File: src/rtl/edac16_pkg.sv
package edac16_pkg;
  localparam int DW = 16;
  localparam int CW = 8;
  localparam int GW = 6;

  typedef logic [CW-1:0] syn_t;

  typedef enum logic [1:0] {
    CLS_CLEAN = 2'd0,
    CLS_DATA  = 2'd1,
    CLS_CHECK = 2'd2,
    CLS_FATAL = 2'd3
  } err_class_e;

  // single-error syndrome of data bit i
  function automatic syn_t data_syn(input int i);
    case (i)
      15: data_syn = 8'h34;
      14: data_syn = 8'h2A;
      13: data_syn = 8'h29;
      12: data_syn = 8'h25;
      11: data_syn = 8'h32;
      10: data_syn = 8'h1A;
      9:  data_syn = 8'h16;
      8:  data_syn = 8'h13;
      7:  data_syn = 8'h31;
      6:  data_syn = 8'h23;
      5:  data_syn = 8'h15;
      4:  data_syn = 8'h0B;
      3:  data_syn = 8'h2C;
      2:  data_syn = 8'h1C;
      1:  data_syn = 8'h0E;
      default: data_syn = 8'h0D;
    endcase
  endfunction
endpackage

File: src/rtl/edac16_checkgen.sv
module edac16_checkgen
  import edac16_pkg::*;
#(
  parameter int DATA_W = DW,
  parameter int CHK_W  = CW,
  parameter int GEN_W  = GW
) (
  input  logic [DATA_W-1:0] data,
  output logic [CHK_W-1:0]  check
);
  localparam int PAD_W = CHK_W - GEN_W;

  logic [GEN_W-1:0] par;

  always_comb begin
    par = '0;
    for (int i = 0; i < DATA_W; i++) begin
      syn_t col;
      col = data_syn(i);
      for (int j = 0; j < GEN_W; j++) begin
        if (col[j]) par[j] = par[j] ^ data[i];
      end
    end
  end

  assign check = {{PAD_W{1'b0}}, par};
endmodule

File: src/rtl/edac16_decode.sv
module edac16_decode
  import edac16_pkg::*;
#(
  parameter int DATA_W = DW,
  parameter int CHK_W  = CW
) (
  input  logic [CHK_W-1:0]  syn,
  output logic [DATA_W-1:0] flip,
  output err_class_e        cls
);
  logic [DATA_W-1:0] hit;
  logic              one_hot;

  for (genvar g = 0; g < DATA_W; g++) begin : g_match
    assign hit[g] = (syn == data_syn(g));
  end

  assign one_hot = (syn != '0) && ((syn & (syn - 1'b1)) == '0);
  assign flip    = hit;

  always_comb begin
    if (syn == '0)      cls = CLS_CLEAN;
    else if (|hit)      cls = CLS_DATA;
    else if (one_hot)   cls = CLS_CHECK;
    else                cls = CLS_FATAL;
  end
endmodule

File: src/rtl/edac16_core.sv
module edac16_core
  import edac16_pkg::*;
#(
  parameter int DATA_W = DW,
  parameter int CHK_W  = CW
) (
  input  logic              clk,
  input  logic              rst,
  input  logic [DATA_W-1:0] wr_data,
  output logic [CHK_W-1:0]  wr_check,
  input  logic              rd_valid,
  output logic              rd_ready,
  input  logic [DATA_W-1:0] rd_data,
  input  logic [CHK_W-1:0]  rd_check,
  input  logic              corr_en,
  output logic              out_valid,
  input  logic              out_ready,
  output logic [DATA_W-1:0] out_data,
  output logic [CHK_W-1:0]  out_syndrome,
  output logic              out_cerr_n,
  output logic              out_ncerr_n
);
  logic [CHK_W-1:0]  regen;
  logic [CHK_W-1:0]  syn;
  logic [DATA_W-1:0] flip;
  logic [DATA_W-1:0] fixed;
  err_class_e        cls;
  logic              accept;

  edac16_checkgen #(.DATA_W(DATA_W), .CHK_W(CHK_W)) u_wr_gen (
    .data (wr_data),
    .check(wr_check)
  );

  edac16_checkgen #(.DATA_W(DATA_W), .CHK_W(CHK_W)) u_rd_gen (
    .data (rd_data),
    .check(regen)
  );

  assign syn = rd_check ^ regen;

  edac16_decode #(.DATA_W(DATA_W), .CHK_W(CHK_W)) u_dec (
    .syn (syn),
    .flip(flip),
    .cls (cls)
  );

  assign fixed    = (corr_en && cls == CLS_DATA) ? (rd_data ^ flip) : rd_data;
  assign rd_ready = !out_valid || out_ready;
  assign accept   = rd_valid && rd_ready;

  always_ff @(posedge clk) begin
    if (rst) begin
      out_valid    <= 1'b0;
      out_data     <= '0;
      out_syndrome <= '0;
      out_cerr_n   <= 1'b1;
      out_ncerr_n  <= 1'b1;
    end else if (accept) begin
      out_valid    <= 1'b1;
      out_data     <= fixed;
      out_syndrome <= syn;
      out_cerr_n   <= !(cls == CLS_DATA || cls == CLS_CHECK);
      out_ncerr_n  <= !(cls == CLS_FATAL);
    end else if (out_ready) begin
      out_valid    <= 1'b0;
    end
  end


  flags_exclusive_chk: assert property (@(posedge clk) disable iff (rst)
    out_valid |-> (out_cerr_n || out_ncerr_n));


  clean_flags_chk: assert property (@(posedge clk) disable iff (rst)
    (out_valid && out_syndrome == '0) |-> (out_cerr_n && out_ncerr_n));


  hold_stable_chk: assert property (@(posedge clk) disable iff (rst)
    (out_valid && !out_ready) |=> (out_valid && $stable(out_data) &&
      $stable(out_syndrome) && $stable(out_cerr_n) && $stable(out_ncerr_n)));


  accept_valid_chk: assert property (@(posedge clk) disable iff (rst)
    (rd_valid && rd_ready) |=> out_valid);


  detect_pass_chk: assert property (@(posedge clk) disable iff (rst)
    (rd_valid && rd_ready && !corr_en) |=> (out_data == $past(rd_data)));


  fatal_no_fix_chk: assert property (@(posedge clk) disable iff (rst)
    (rd_valid && rd_ready && cls == CLS_FATAL) |=> (out_data == $past(rd_data)));
endmodule

File: config.mk
export PLATFORM = sky130hd
export DESIGN_NAME = edac16_core
export DESIGN_NICKNAME = d
export VERILOG_FILES = /design/src/rtl/edac16_pkg.sv /design/src/rtl/edac16_checkgen.sv /design/src/rtl/edac16_decode.sv /design/src/rtl/edac16_core.sv
export SDC_FILE = /design/constraint.sdc
export NUM_CORES = 1
export LEC_CHECK = 0
export BUFFER_PORTS_ARGS = -buffer_cell sky130_fd_sc_hd__buf_2
export CAP_MARGIN = 20
export CORE_ASPECT_RATIO = 0.6
export CORE_UTILIZATION = 48
export CTS_BUF_LIST = sky130_fd_sc_hd__clkbuf_4 sky130_fd_sc_hd__clkbuf_8
export DETAILED_ROUTE_END_ITERATION = 16
export GPL_ROUTABILITY_DRIVEN = 0
export PLACE_DENSITY = 0.79
export SKIP_CTS_REPAIR_TIMING = 1
export SYNTH_ARGS = -nofsm -noshare
export SYNTH_HDL_FRONTEND = slang
export SYNTH_HIERARCHICAL = 1
export SYNTH_SLANG_ARGS = --single-unit
File: constraint.sdc
create_clock -name clk -period 3.3 [get_ports clk]
set_input_delay 0.66 -clock clk [delete_from_list [all_inputs] [get_ports clk]]
set_output_delay 0.66 -clock clk [all_outputs]
set_load 0.01 [all_outputs]
---- Word level (Yosys, flattened, before mapping) ----
Cells that the tools add are included.
word-level totals
  memory bits (writable) .................. 0
  register bits ........................... 27
  memories ................................ 0
  latch bits .............................. 0
  bits of input ports ..................... 45
  bits in read-only memories .............. 0
  logic and storage cells ................. 125
  output and inout bits ................... 36
operators by class
  $add $sub $neg .......................... 1
  equality and inequality tests ........... 19
  order comparisons ....................... 0
  shift operators ......................... 0
  divide/modulo/power cells ............... 0
  reductions and logical operators ........ 13
  multipliers ............................. 0
  multiplexer cells ....................... 6
  bitwise gates (word level) .............. 81
operator list
  kind                                                 count
  bitwise XOR 1 bit                                    78
  equality test 8 x 6 -> 1 bit, second input constant  8
  equality test 8 x 5 -> 1 bit, second input constant  5
  equality test 8 x 4 -> 1 bit, second input constant  3
  logical NOT 8 bit                                    2
  2-to-1 mux 16 bit                                    1
  OR reduction 16 bit                                  1
  bitwise XOR 16 bit                                   1
  bitwise AND 8 bit                                    1
  nonzero test 8 bit                                   1
  subtractor 8 x 1 -> 8 bit, second input constant     1
  bitwise XOR 8 x 6 -> 8 bit                           1
  equality test 2 bit, second input constant           2
  2-to-1 mux 2 bit                                     2
  logical AND 1 bit                                    3
  logical NOT 1 bit                                    3
  2-to-1 mux 1 bit                                     3
  equality test 2 x 1 -> 1 bit, second input constant  1
  logical OR 1 bit                                     2
  nonzero test 2 bit                                   1

---- Longest topological paths before layout ----
Gate-level depths: netlist of run 1.
  depth in word-level cells ............... 18
  depth in mapped cells ................... 16
  gate-level depth less buffers ........... 13

---- Modules after synthesis ----
Netlist of run 1, hierarchy kept.
by module, submodules not included
  module           cells each  instances  area each (um^2)  sequential area each (um^2)
  edac16_core      151         1          1483.9            540.5
  edac16_checkgen  36          2          322.8             0.0
  edac16_decode    60          1          394.1             0.0

---- Worst setup path before layout of run 1 ----
OpenSTA, ideal clock, no wires.
  kind .................................... input port to flip-flop
  from .................................... input rd_data[11]
  to ...................................... register out_data[6]
  path slack .............................. 0.157 ns
  arrival time ............................ 3.064 ns
  stages .................................. 15
  buffers on the path ..................... 3
  data required time ...................... 3.221 ns
  library setup time ...................... 0.079 ns
  cells stage by stage .................... xnor2_1 -> xnor2_1 -> xnor2_1 -> xor2_1 -> buf_2 -> nor2_1 -> nand3_1 -> nor2_1 -> o32ai_1 -> ha_1 -> buf_6 -> buf_12 -> nand3_2 -> xor2_1 -> a211oi_2
on the way
  longest elaborated chain between the ends .. 16
  elaborated cells on any way between the ends .. 40
  those cells by class .................... add/sub (1); eq/ne (17); mux (4); bitwise (12); reduce/logical (6)
ends and longest elaborated chain
  element                              line                   RTL
  start: declaration                   edac16_core.sv:13      input logic [DATA_W-1:0] rd_data,
  bitwise XOR 1 bit (*) (5 in series)  edac16_checkgen.sv:21  if (col[j]) par[j] = par[j] ^ data[i];
  named net regen[5]                   edac16_core.sv:23      logic [CHK_W-1:0] regen;
  bitwise XOR 8 x 6 -> 8 bit (*)       edac16_core.sv:40      assign syn = rd_check ^ regen;
  named net syn[5]                     edac16_core.sv:24      logic [CHK_W-1:0] syn;
  subtractor 8 x 1 -> 8 bit            edac16_decode.sv:18    assign one_hot = (syn != '0) && ((syn & (syn - 1'b1)) == '0);
  bitwise AND 8 bit                    edac16_decode.sv:18
  logical NOT 8 bit                    edac16_decode.sv:18
  logical AND 1 bit                    edac16_decode.sv:18
  2-to-1 mux 1 bit                     edac16_decode.sv:24    else if (one_hot) cls = CLS_CHECK;
  2-to-1 mux 2 bit                     edac16_decode.sv:23    else if (|hit) cls = CLS_DATA;
  2-to-1 mux 2 bit (*)                 edac16_decode.sv:22    if (syn == '0) cls = CLS_CLEAN;
  named net cls[0]                     edac16_core.sv:27      err_class_e cls;
  equality test 2 x 1 -> 1 bit (*)     edac16_core.sv:48      assign fixed = (corr_en && cls == CLS_DATA) ? (rd_data ^ flip) : rd_data;
  logical AND 1 bit (*)                edac16_core.sv:48
  2-to-1 mux 16 bit (*)                edac16_core.sv:48
  end signal: assignment               edac16_core.sv:61      out_data <= fixed;
  end: declaration                     edac16_core.sv:18      output logic [DATA_W-1:0] out_data,
The timed path passes the listed nets; every way through them passes the cells marked *.
A chain may end at the register's enable or synchronous reset.

---- Worst setup path in the final report of run 1 ----
  from .................................... input rd_data[11]
  to ...................................... register out_data[2]
on the way
  elaborated cells on any way between the ends .. 40
  those cells by class .................... add/sub (1); eq/ne (17); mux (4); bitwise (12); reduce/logical (6)
RTL lines
  element                                                     line                   RTL
  bitwise XOR 1 bit (*) (2 in series)                         edac16_checkgen.sv:21
  named net regen[1]                                          edac16_core.sv:23
  bitwise XOR 8 x 6 -> 8 bit (*)                              edac16_core.sv:40
  named net syn[1]                                            edac16_core.sv:24
  equality test 8 x 4 -> 1 bit, or another cell as far along  edac16_decode.sv:15    assign hit[g] = (syn == data_syn(g));
  OR reduction 16 bit                                         edac16_decode.sv:23
  2-to-1 mux 2 bit                                            edac16_decode.sv:23
  2-to-1 mux 2 bit (*)                                        edac16_decode.sv:22
  named net cls[1]                                            edac16_core.sv:27
  equality test 2 x 1 -> 1 bit (*)                            edac16_core.sv:48
  logical AND 1 bit (*)                                       edac16_core.sv:48
  2-to-1 mux 16 bit (*)                                       edac16_core.sv:48
Marks and branches as above.

==> results.toml, run 1 <==
[synthesis]
synth-edff-count = 0
yosys_warnings = 6
synth_area_sq_um = 2520
postSynthCellCount = 283
ys_types = 45
async_reset_ff_share_pct = 0
synth_adder_area_share_pct = 0.992
synth-xor-area-share_pct = 33.5
synth_top_family_by_area = "XOR/XNOR gates"
synth_ff_type = "dfxtp_1"
synthMuxAreaShare_pct = 0
synth_simple_gate_area_share_pct = 20.3
syn-mean-instance-area_sq_um = 8.92
ys_seq_area_share_pct = 21.4
synth_compound_area_share_pct = 14.9
ys_ff_latch = 27

[sta]
timing.final.crit_share_pct = 103
whs_ns = 0.467
hold_violations = 0
max_slew_margin_pct = 53.8
min_period_ns = 3.40
rsz0062_at_grt = "yes"
report.final.slew_viol_count = 0
fmax_mhz = 294
setup_viol = 16
skew_ns = 0.00141
fin_ws_ns = -0.0999
tightest_slew_ns = 0.690

[worst_setup_path]
cp_common_cell = "xor2_1"
path_max_fanout = 8
rrSetupSlack_ns = 1.73
end_kind = "flop"
rr_worst_depth = 4
required_ns = 3.50
start_kind = "input pin"
critPathKind = "in2reg"
reg2reg_to = "out_cerr_n$_SDFFE_PP1P_"
cp.arrival_ns = 3.60
worst_path_max_delay_cell = "or3_4"
rr_startpoint = "out_valid$_SDFFE_PP0P_"
critical-path-max-stage-delay_ns = 0.33
path_cells = "buf_2 > xor2_1 > xnor2_1 > xnor2_1 > xor2_1 > buf_4 > nand2_4 > or3_4 > a31oi_1 > o21ai_1 > inv_1 > ha_4 > buf_12 > nand3_1 > xor2_1 > a211oi_1"

[routing]
dr.pass1.iters = 7
drt_iter0_drc = 254
detail-route-antenna-nets = 0
vias = 2645
wire_per_inst_um = 18.2
drt_wl_total_um = 8350
drc = 0
detail_route.vias_per_cell = 5.76

[floorplanning]
core_region_area_sq_um = 5050
row_count = 20
chipWidth_um = 95.6
initial_utilization_pct = 49.9
die_h_um = 58.2
dieArea_sq_um = 5560
io_pins = 81

[run_status]
status = "finished, violations left"
violations = "negative setup slack"

[worst_hold_path]
holdPathEnd = "out_cerr_n$_SDFFE_PP1P_"
hold_depth = 1
hold_start = "out_cerr_n$_SDFFE_PP1P_"
hp-class = "reg2reg"

[cts]
clkSinkCount = 27
clk-insertion-delay-late_ns = 0.28
numCtsBuffers = 3
clockBufferDepth = 2
cts-htree-levels = 1
root_buffer = "clkbuf_8"
clk_pin_slew_ns = 0.10
tritoncts = "done"

[finish]
ff_latch_area_sq_um = 541
multi_input_area_sq_um = 1960
fin_area_sq_um = 3440
antennaDiodeCount = 0
fill_cells = 362
drive_above_1_share_pct = 48.3
nets = 441
syn2layout_area_growth_pct = 36.5

[placement]
dp.final_hpwl_um = 5430
place_ws_ns = -0.271
io_buffer_count = 78
postPlaceCellArea_sq_um = 3160

[power_and_ir_drop]
max-vdd-ir-drop_mv = 0.306
cellPowerDensity_nw_per_um2 = 527
leakagePower_uw = 0.00137

[global_routing]
grt_pass1_wl_um = 10700
grtUsageTotal_pct = 25.1
grt_max_degree = 29
grt_pass1_vias = 2195
grt.overflow.total = 0
antenna_found_initial = 0

[flow_run]
max_cap_violations = 0
layout make-up:
cell class,count,share of cell area [%]
timing repair buffer,129,23.3
sequential,27,15.7
multi-input combinational,230,56.8
clock inverter,1,0.145
clock buffer,3,1.20
inverter,3,0.400
tap,66,2.40
per-layer routing:
layer | wire (um) | track usage (%) | vias up | part of all wire (%)
met5 | 0 | 0 | - | 0
met4 | 198 | 2.99 | 0 | 2.4
met3 | 684 | 4.72 | 32 | 8.2
met2 | 3900 | 40.2 | 165 | 47
met1 | 3570 | 36.0 | 1264 | 43
li1 | - | - | 1184 | -
how the worst max path moves through the flow:
stage	start	to	slack, ns	depth (start not counted)
5_1_grt	rd_data[4]	out_data[2]$_SDFFE_PP0P_	-0.1	16
6_report	rd_data[11]	out_data[2]$_SDFFE_PP0P_	-0.1	16
4_1_cts	rd_data[12]	out_data[15]$_SDFFE_PP0P_	0.006	16
3_3_place_gp	rd_data[2]	out_data[5]$_SDFFE_PP0P_	-0.29	16
3_5_place_dp	rd_data[12]	out_data[15]$_SDFFE_PP0P_	-0.27	16
2_1_floorplan	rd_data[11]	out_data[6]$_SDFFE_PP0P_	0.16	15
through the flow:
stage | utilization, % | power, uW | cells | setup TNS, ns
6_report | 68.1 | 1820 | 459 | -0.870
5_1_grt | 68.1 | 1890 | 459 | -1.03
4_1_cts | 63.4 | 1630 | 454 | 0
3_5_place_dp | 62.5 | 1430 | 450 | -3.24
3_3_place_gp | 62.5 | 1400 | 450 | -3.36
2_1_floorplan | - | 1050 | 285 | 0
sequential cells by signal, summed over array words and instances, names as in the netlist:
name          count
out_ncerr_n       1
out_cerr_n        1
out_data         16
out_valid         1
out_syndrome      8
cells in the final DEF, fill, tap and decap left out, drive strengths merged, types with 3 or more instances in the layout:
cell type,n
a211oi,16
a21oi,26
buf,128
clkbuf,4
conb,4
dfxtp,27
inv,3
nand2,6
nand2b,4
nand3,18
nand4,3
nor2,13
nor3,25
nor4,4
xnor2,58
xor2,35
synthesized netlist by cell type (2+ instances only):
cell type,number,area (sq um)
xnor2_1,56,490
xor2_1,33,289
dfxtp_1,27,541
a21oi_1,26,130
nor3_1,25,125
buf_2,11,55.1
a211oi_2,10,125
nand3_2,10,100
nor2_1,9,33.8
nand3_1,8,40.0
a211oi_1,6,45.0
buf_6,6,67.6
buf_4,5,37.5
nand2_1,4,15.0
nand2b_1,4,25.0
nor4_1,4,25.0
nand4_1,3,18.8
a211o_1,2,17.5
buf_12,2,40.0
conb_1,2,7.51
ha_1,2,25.0
nand3b_1,2,15.0
nor2_4,2,22.5
xnor2_2,2,32.5
xor2_2,2,32.5
power by group:
group	total, uW	internal [uW]	switching, uW
clock	199	85.0	114
combinational	1240	580	663
sequential	374	358	16.0
cell families after synthesis:
family | after synthesis
compound gates | 51
xor+xnor | 93
fa+ha+maj | 2
buf+inv | 28
flops | 27
other cells | 2
simple gates | 80
critical path: cells and delay by family:
| kind | cells | cell delay [ns] |
|---|---|---|
| xor+xnor | 5 | 1.14 |
| buf+inv | 4 | 0.63 |
| simple gates | 3 | 0.50 |
| fa+ha+maj | 1 | 0.17 |
| compound gates | 3 | 0.49 |
No activity file was read; power rests on OpenSTA's default activity.
==> run 2, diff against run 1 <==
--- a/config.mk
+++ b/config.mk
@@ -8,11 +8,11 @@
 export BUFFER_PORTS_ARGS = -buffer_cell sky130_fd_sc_hd__buf_2
 export CAP_MARGIN = 20
 export CORE_ASPECT_RATIO = 0.6
-export CORE_UTILIZATION = 48
+export CORE_UTILIZATION = 45
 export CTS_BUF_LIST = sky130_fd_sc_hd__clkbuf_4 sky130_fd_sc_hd__clkbuf_8
 export DETAILED_ROUTE_END_ITERATION = 16
 export GPL_ROUTABILITY_DRIVEN = 0
-export PLACE_DENSITY = 0.79
+export PLACE_DENSITY = 0.75
 export SKIP_CTS_REPAIR_TIMING = 1
 export SYNTH_ARGS = -nofsm -noshare
 export SYNTH_HDL_FRONTEND = slang
==> run 2 against run 1 <==
Critical endpoint is now out_data[8]$_SDFFE_PP0P_. Routed wire length up 1.5%. Design area up 0.76%. The run still ends with negative setup slack left. Largest cell class unchanged. Total power down 0.39%.
==> results.toml, run 2 (synthesis gave the netlist of run 1 again) <==
[finish]
mostFrequentLayoutCell = "buf_2"
antennaDiodeCount = 0
nets = 442
final_cell_mix = "buf_2 (79), xnor2_1 (48), buf_4 (46)"
fill_cells = 406
drive_above_1_share_pct = 48.5
largestRegisters = "out_data x16, out_syndrome x8"
multi_input_area_sq_um = 1970
stdcell_count = 460
largest-register = "out_data"
syn2layout_area_growth_pct = 37.5
ff_latch_area_sq_um = 541
final_core_util_pct = 66.4
fin_area_sq_um = 3470
largest_reg_flops = 16

[cts]
numCtsBuffers = 3
clk-insertion-delay-late_ns = 0.28
root_buffer = "clkbuf_8"
cts-htree-levels = 1
clkSinkCount = 27
clk_pin_slew_ns = 0.10
tritoncts = "done"
clockBufferDepth = 2

[sta]
hold_violations = 0
fmax_mhz = 293
min_period_ns = 3.42
rsz0062_at_grt = "yes"
report.final.slew_viol_count = 0
timing.final.crit_share_pct = 104
setup_viol = 5
tightest_slew_ns = 0.635
fin_ws_ns = -0.117
max_slew_margin_pct = 57.5
skew_ns = 0.000719
whs_ns = 0.488

[placement]
dp.cells = 449
dp.final_hpwl_um = 5580
postPlaceCellArea_sq_um = 3150
io_buffer_count = 78

[global_routing]
grt_max_degree = 29
grt_pass1_wl_um = 11300
grt.overflow.total = 0
antenna_found_initial = 0
grt_pass1_vias = 2217
grtUsageTotal_pct = 24.7

[worst_setup_path]
crit_family = "XOR/XNOR gates"
cp_num_buf_inv = 5
critical-path-max-stage-delay_ns = 0.33
worst_path_max_delay_cell = "xor2_1"
path_cells = "buf_2 > xnor2_1 > buf_4 > xnor2_4 > xor2_1 > xor2_1 > buf_4 > and4bb_2 > o21ai_0 > nand2_1 > o21ai_1 > inv_1 > ha_4 > clkbuf_16 > nand3_2 > xor2_1 > a211oi_2"
required_ns = 3.49
cp.arrival_ns = 3.60
path_max_fanout = 12
cp_common_cell = "xor2_1"
critPathKind = "in2reg"
end_kind = "flop"
start_kind = "input pin"

[floorplanning]
initial_utilization_pct = 48.3
row_count = 20
dieArea_sq_um = 5920
die_h_um = 60.0
core_region_area_sq_um = 5230
io_pins = 81
chipWidth_um = 98.7

[run_status]
violations = "negative setup slack"
status = "finished, violations left"

[power_and_ir_drop]
p_int_uw = 1020
power_switching_share_pct = 43.7
clkPwrFrac_pct = 11.1
switchingPower_uw = 791
leakagePower_uw = 0.00139
max-vdd-ir-drop_mv = 0.265
p_comb_share_pct = 68.1
power.total_uw = 1810
seqPwrFrac_pct = 20.8
cellPowerDensity_nw_per_um2 = 521

[worst_hold_path]
hp-class = "reg2reg"

[routing]
drc = 0
vias = 2643
detail_route.vias_per_cell = 5.75
drt_iter0_drc = 357
wire_per_inst_um = 18.4
drt_wl_total_um = 8480
dr.pass1.iters = 7
detail-route-antenna-nets = 0

[flow_run]
max_cap_violations = 0
run 2: changes by cell type in the layout (fill, tap and decap cells not counted), sizes merged:
| cell | delta |
|---|---|
| buf | +1 |
| clkinv | -1 |
| clkinvlp | +1 |
run 2: layout make-up:
class                      instances  share of cell area [%]
multi-input combinational        230                    56.6
sequential                        27                    15.6
tap                               66                    2.38
clock buffer                       3                    1.19
timing repair buffer             130                    23.6
clock inverter                     1                   0.216
inverter                           3                   0.397
run 2: per-stage QoR:
step	worst slack, ns	TNS, ns
global placement	-0.246	-2.83
detailed placement	-0.281	-3.40
floorplan	0.157	0
global route	-0.198	-1.34
CTS	0.00865	0
finish	-0.117	-0.155
run 2: layer usage:
layer | part of all wire, % | vias to the layer above | wire [um] | GRT usage, %
li1 | - | 1184 | - | -
met2 | 44 | 189 | 3720 | 36.6
met4 | 3.6 | 0 | 306 | 3.41
met1 | 42 | 1224 | 3580 | 35.7
met5 | 0 | - | 0 | 5.98
met3 | 10 | 46 | 874 | 6.78
run 2: worst paths after layout:
| kind | start | end | slack, ns | cells after the start |
|---|---|---|---|---|
| worst max register to register | out_valid$_SDFFE_PP0P_ | out_cerr_n$_SDFFE_PP1P_ | 1.71 | 4 |
| worst max-delay path | rd_data[2] | out_data[8]$_SDFFE_PP0P_ | -0.12 | 17 |
| worst min-delay path | out_ncerr_n$_SDFFE_PP1P_ | out_ncerr_n$_SDFFE_PP1P_ | 0.49 | 1 |
| worst min register to register | out_ncerr_n$_SDFFE_PP1P_ | out_ncerr_n$_SDFFE_PP1P_ | 0.49 | 1 |
run 2: power by group through the flow:
stage	registers (uW)	clock network [uW]	logic, uW
2_1_floorplan	396	0	649
3_3_place_gp	381	0	1010
3_5_place_dp	382	0	1020
4_1_cts	375	201	1030
5_1_grt	379	213	1300
6_report	377	201	1230
run 2: worst register-to-register path: cells and delay by family, from the launching register on:
family	cells	cell delay, ns
AND/OR/NAND/NOR	2	0.65
AO/OA/AOI/OAI	1	0.26
buffers and inverters	1	0.22
flip-flops	1	0.35
==> run 3, diff against run 2 <==
--- a/config.mk
+++ b/config.mk
@@ -5,6 +5,7 @@
 export SDC_FILE = /design/constraint.sdc
 export NUM_CORES = 1
 export LEC_CHECK = 0
+export ABC_AREA = 1
 export BUFFER_PORTS_ARGS = -buffer_cell sky130_fd_sc_hd__buf_2
 export CAP_MARGIN = 20
 export CORE_ASPECT_RATIO = 0.6
@@ -12,7 +13,8 @@
 export CTS_BUF_LIST = sky130_fd_sc_hd__clkbuf_4 sky130_fd_sc_hd__clkbuf_8
 export DETAILED_ROUTE_END_ITERATION = 16
 export GPL_ROUTABILITY_DRIVEN = 0
-export PLACE_DENSITY = 0.75
+export GPL_TIMING_DRIVEN = 0
+export PLACE_DENSITY = 0.72
 export SKIP_CTS_REPAIR_TIMING = 1
 export SYNTH_ARGS = -nofsm -noshare
 export SYNTH_HDL_FRONTEND = slang
==> run 3 against run 2 <==
The flow now finishes without violations. Hold slack better by 0.010 ns. Sequential share of layout area down 1.6 points. Die area up 23%. Worst setup slack better by 0.35 ns. Global-route usage down 0.68 points. Clock-buffer cell count unchanged. Total power down 31%. Register-to-register slack better by 0.41 ns. First-iteration DRC count down 7.0%. Critical path type unchanged. Critical endpoint is now out_data[5]$_SDFFE_PP0P_. Largest power group unchanged.
==> results.toml, run 3 <==
[sta]
report.final.slew_viol_count = 0
rsz0062_at_grt = "no"
timing.final.crit_share_pct = 93.0
setup_viol = 0
skew_ns = 0.00147
hold_violations = 0
min_period_ns = 3.07
fin_ws_ns = 0.230
fmax_mhz = 326

[worst_hold_path]
hp-class = "reg2reg"
hold_start = "out_cerr_n$_SDFFE_PP1P_"

[finish]
antennaDiodeCount = 0
drive_above_1_share_pct = 21.0
final_core_util_pct = 58.1
largest-register = "out_data"
largestRegisters = "out_data x16, out_syndrome x8"
ff_latch_area_sq_um = 541
stdcell_count = 796
fill_cells = 699
nets = 757
largest_reg_flops = 16
multi_input_area_sq_um = 2250
mostFrequentLayoutCell = "nand2_1"
final_cell_mix = "nand2_1 (249), nor2_1 (96), inv_1 (93)"
syn2layout_area_growth_pct = 24.2

[worst_setup_path]
path_max_fanout = 16
startpoint = "rd_data[10]"
rr_startpoint = "out_valid$_SDFFE_PP0P_"
critical-path-max-stage-delay_ns = 0.24
end_kind = "flop"
worst_path_max_delay_cell = "xor2_2"
cp.arrival_ns = 3.25
start_kind = "input pin"
path_cells = "buf_2 > inv_1 > nor2_1 > inv_1 > nand2_1 > nand2_1 > nand2_1 > xor2_1 > xor2_2 > buf_4 > nand2_2 > nor2_2 > nand2_2 > nand2_1 > nor2_1 > nand3_1 > nor2_2 > inv_1 > ha_4 > nand3_1 > nand2_1 > nand2_1 > nor2_1 > nor2_1"
critPathKind = "in2reg"
required_ns = 3.48
cp_common_cell = "nand2_1"

[routing]
wire_per_inst_um = 10.8
detail-route-antenna-nets = 0
detail_route.vias_per_cell = 4.71
drc = 0
drt_wl_total_um = 8640
vias = 3747
drt_iter0_drc = 332
dr.pass1.iters = 5

[synthesis]
yosys_warnings = 6
synth_top_area_share_pct = 30.9
synth_common_cells = "nand2_1 (257), nor2_1 (102), inv_1 (95)"
ys_top_cells_by_area = "nand2_1 (31%), dfxtp_1 (17%), nor2_1 (12%)"
ys_types = 27
yosysTopAreaCell = "nand2_1"
async_reset_ff_share_pct = 0
yosysMostFrequentCell = "nand2_1"
ys_ff_latch = 27
ys_seq_area_share_pct = 17.3
postSynthCellCount = 619
synth-edff-count = 0
synth_ff_type = "dfxtp_1"
syn-mean-instance-area_sq_um = 5.05
synth_area_sq_um = 3120

[global_routing]
grt_pass1_wl_um = 13700
grtUsageTotal_pct = 24.0
grt.overflow.total = 0
grt_pass1_vias = 3125
antenna_found_initial = 0
grt_max_degree = 17

[floorplanning]
row_count = 23
chipWidth_um = 110
dieArea_sq_um = 7290
io_pins = 81
die_h_um = 66.5
initial_utilization_pct = 46.8
core_region_area_sq_um = 6680

[cts]
clk_pin_slew_ns = 0.10
clkSinkCount = 27
tritoncts = "done"
root_buffer = "clkbuf_8"
numCtsBuffers = 3
clk-insertion-delay-late_ns = 0.28
clockBufferDepth = 2
cts-htree-levels = 1

[placement]
io_buffer_count = 77
dp.final_hpwl_um = 7040
place_ws_ns = -0.494
dp.cells = 785

[power_and_ir_drop]
max-vdd-ir-drop_mv = 0.229
leakagePower_uw = 0.00245
cellPowerDensity_nw_per_um2 = 321

[run_status]
status = "complete, no violations"

[flow_run]
max_cap_violations = 0
-- run 3: path summary, 6_finish.rpt --
path	end	slack, ns	cells after the start
max	out_data[5]$_SDFFE_PP0P_	0.23	24
min	out_cerr_n$_SDFFE_PP1P_	0.50	2
max reg2reg	out_data[0]$_SDFFE_PP0P_	2.12	5
min reg2reg	out_cerr_n$_SDFFE_PP1P_	0.50	2
-- run 3: power breakdown --
| group | total, uW | switching, uW | leakage [uW] | internal (uW) |
|---|---|---|---|---|
| clock | 198 | 112 | 0.0000217 | 85.9 |
| sequential | 369 | 14.4 | 0.000224 | 355 |
| combinational | 679 | 422 | 0.00220 | 256 |
| total | 1250 | 549 | 0.00245 | 697 |
-- run 3: layer usage --
layer  vias to the layer above  track usage [%]  share of wire [%]
met1                      1620             35.9                 50
met4                         0             3.17               0.61
met5                         -                0                  0
met3                         9             2.94                7.7
met2                       119             37.2                 42
li1                       1999                -                  -
-- run 3: cell families (layout without fill, tap and decap cells) --
family                   Yosys count  in the layout  synth area share, %
AND/OR/NAND/NOR                  434            434                 56.5
buffers and inverters            115            203                 15.3
flip-flops                        27             27                 17.3
XOR/XNOR                          26             26                 7.29
AO/OA/AOI/OAI                     13             13                 2.56
adder cells (fa/ha/maj)            2              2                0.801
other                              2              4                0.240
-- run 3: layout make-up --
type / instances / share of cell area (%)
well taps: 87 / 2.81
multi-input cells: 479 / 58.1
inverters: 101 / 9.77
repair buffers: 86 / 11.9
flip-flops and latches: 27 / 13.9
clock inverters: 1 / 0.194
plain buffers: 12 / 2.26
clock buffers: 3 / 1.06
-- run 3: worst max-delay path, delay by kind of cell --
family                     cells  cell delay [ns]
adders and majority gates      1             0.24
and+or+nand+nor               16             1.36
buffers and inverters          5             0.52
xor gates and xnor gates       2             0.47
-- run 3: per-stage QoR --
stage	power, uW	setup TNS [ns]	instance area [sq um]	hold slack (ns)
5_1_grt	1350	0	3880	0.509
4_1_cts	1150	-1.83	3670	0.497
6_report	1250	0	3880	0.498
3_3_place_gp	937	-4.40	3620	0.469
3_5_place_dp	956	-6.60	3620	0.473
2_1_floorplan	778	0	3130	0.502
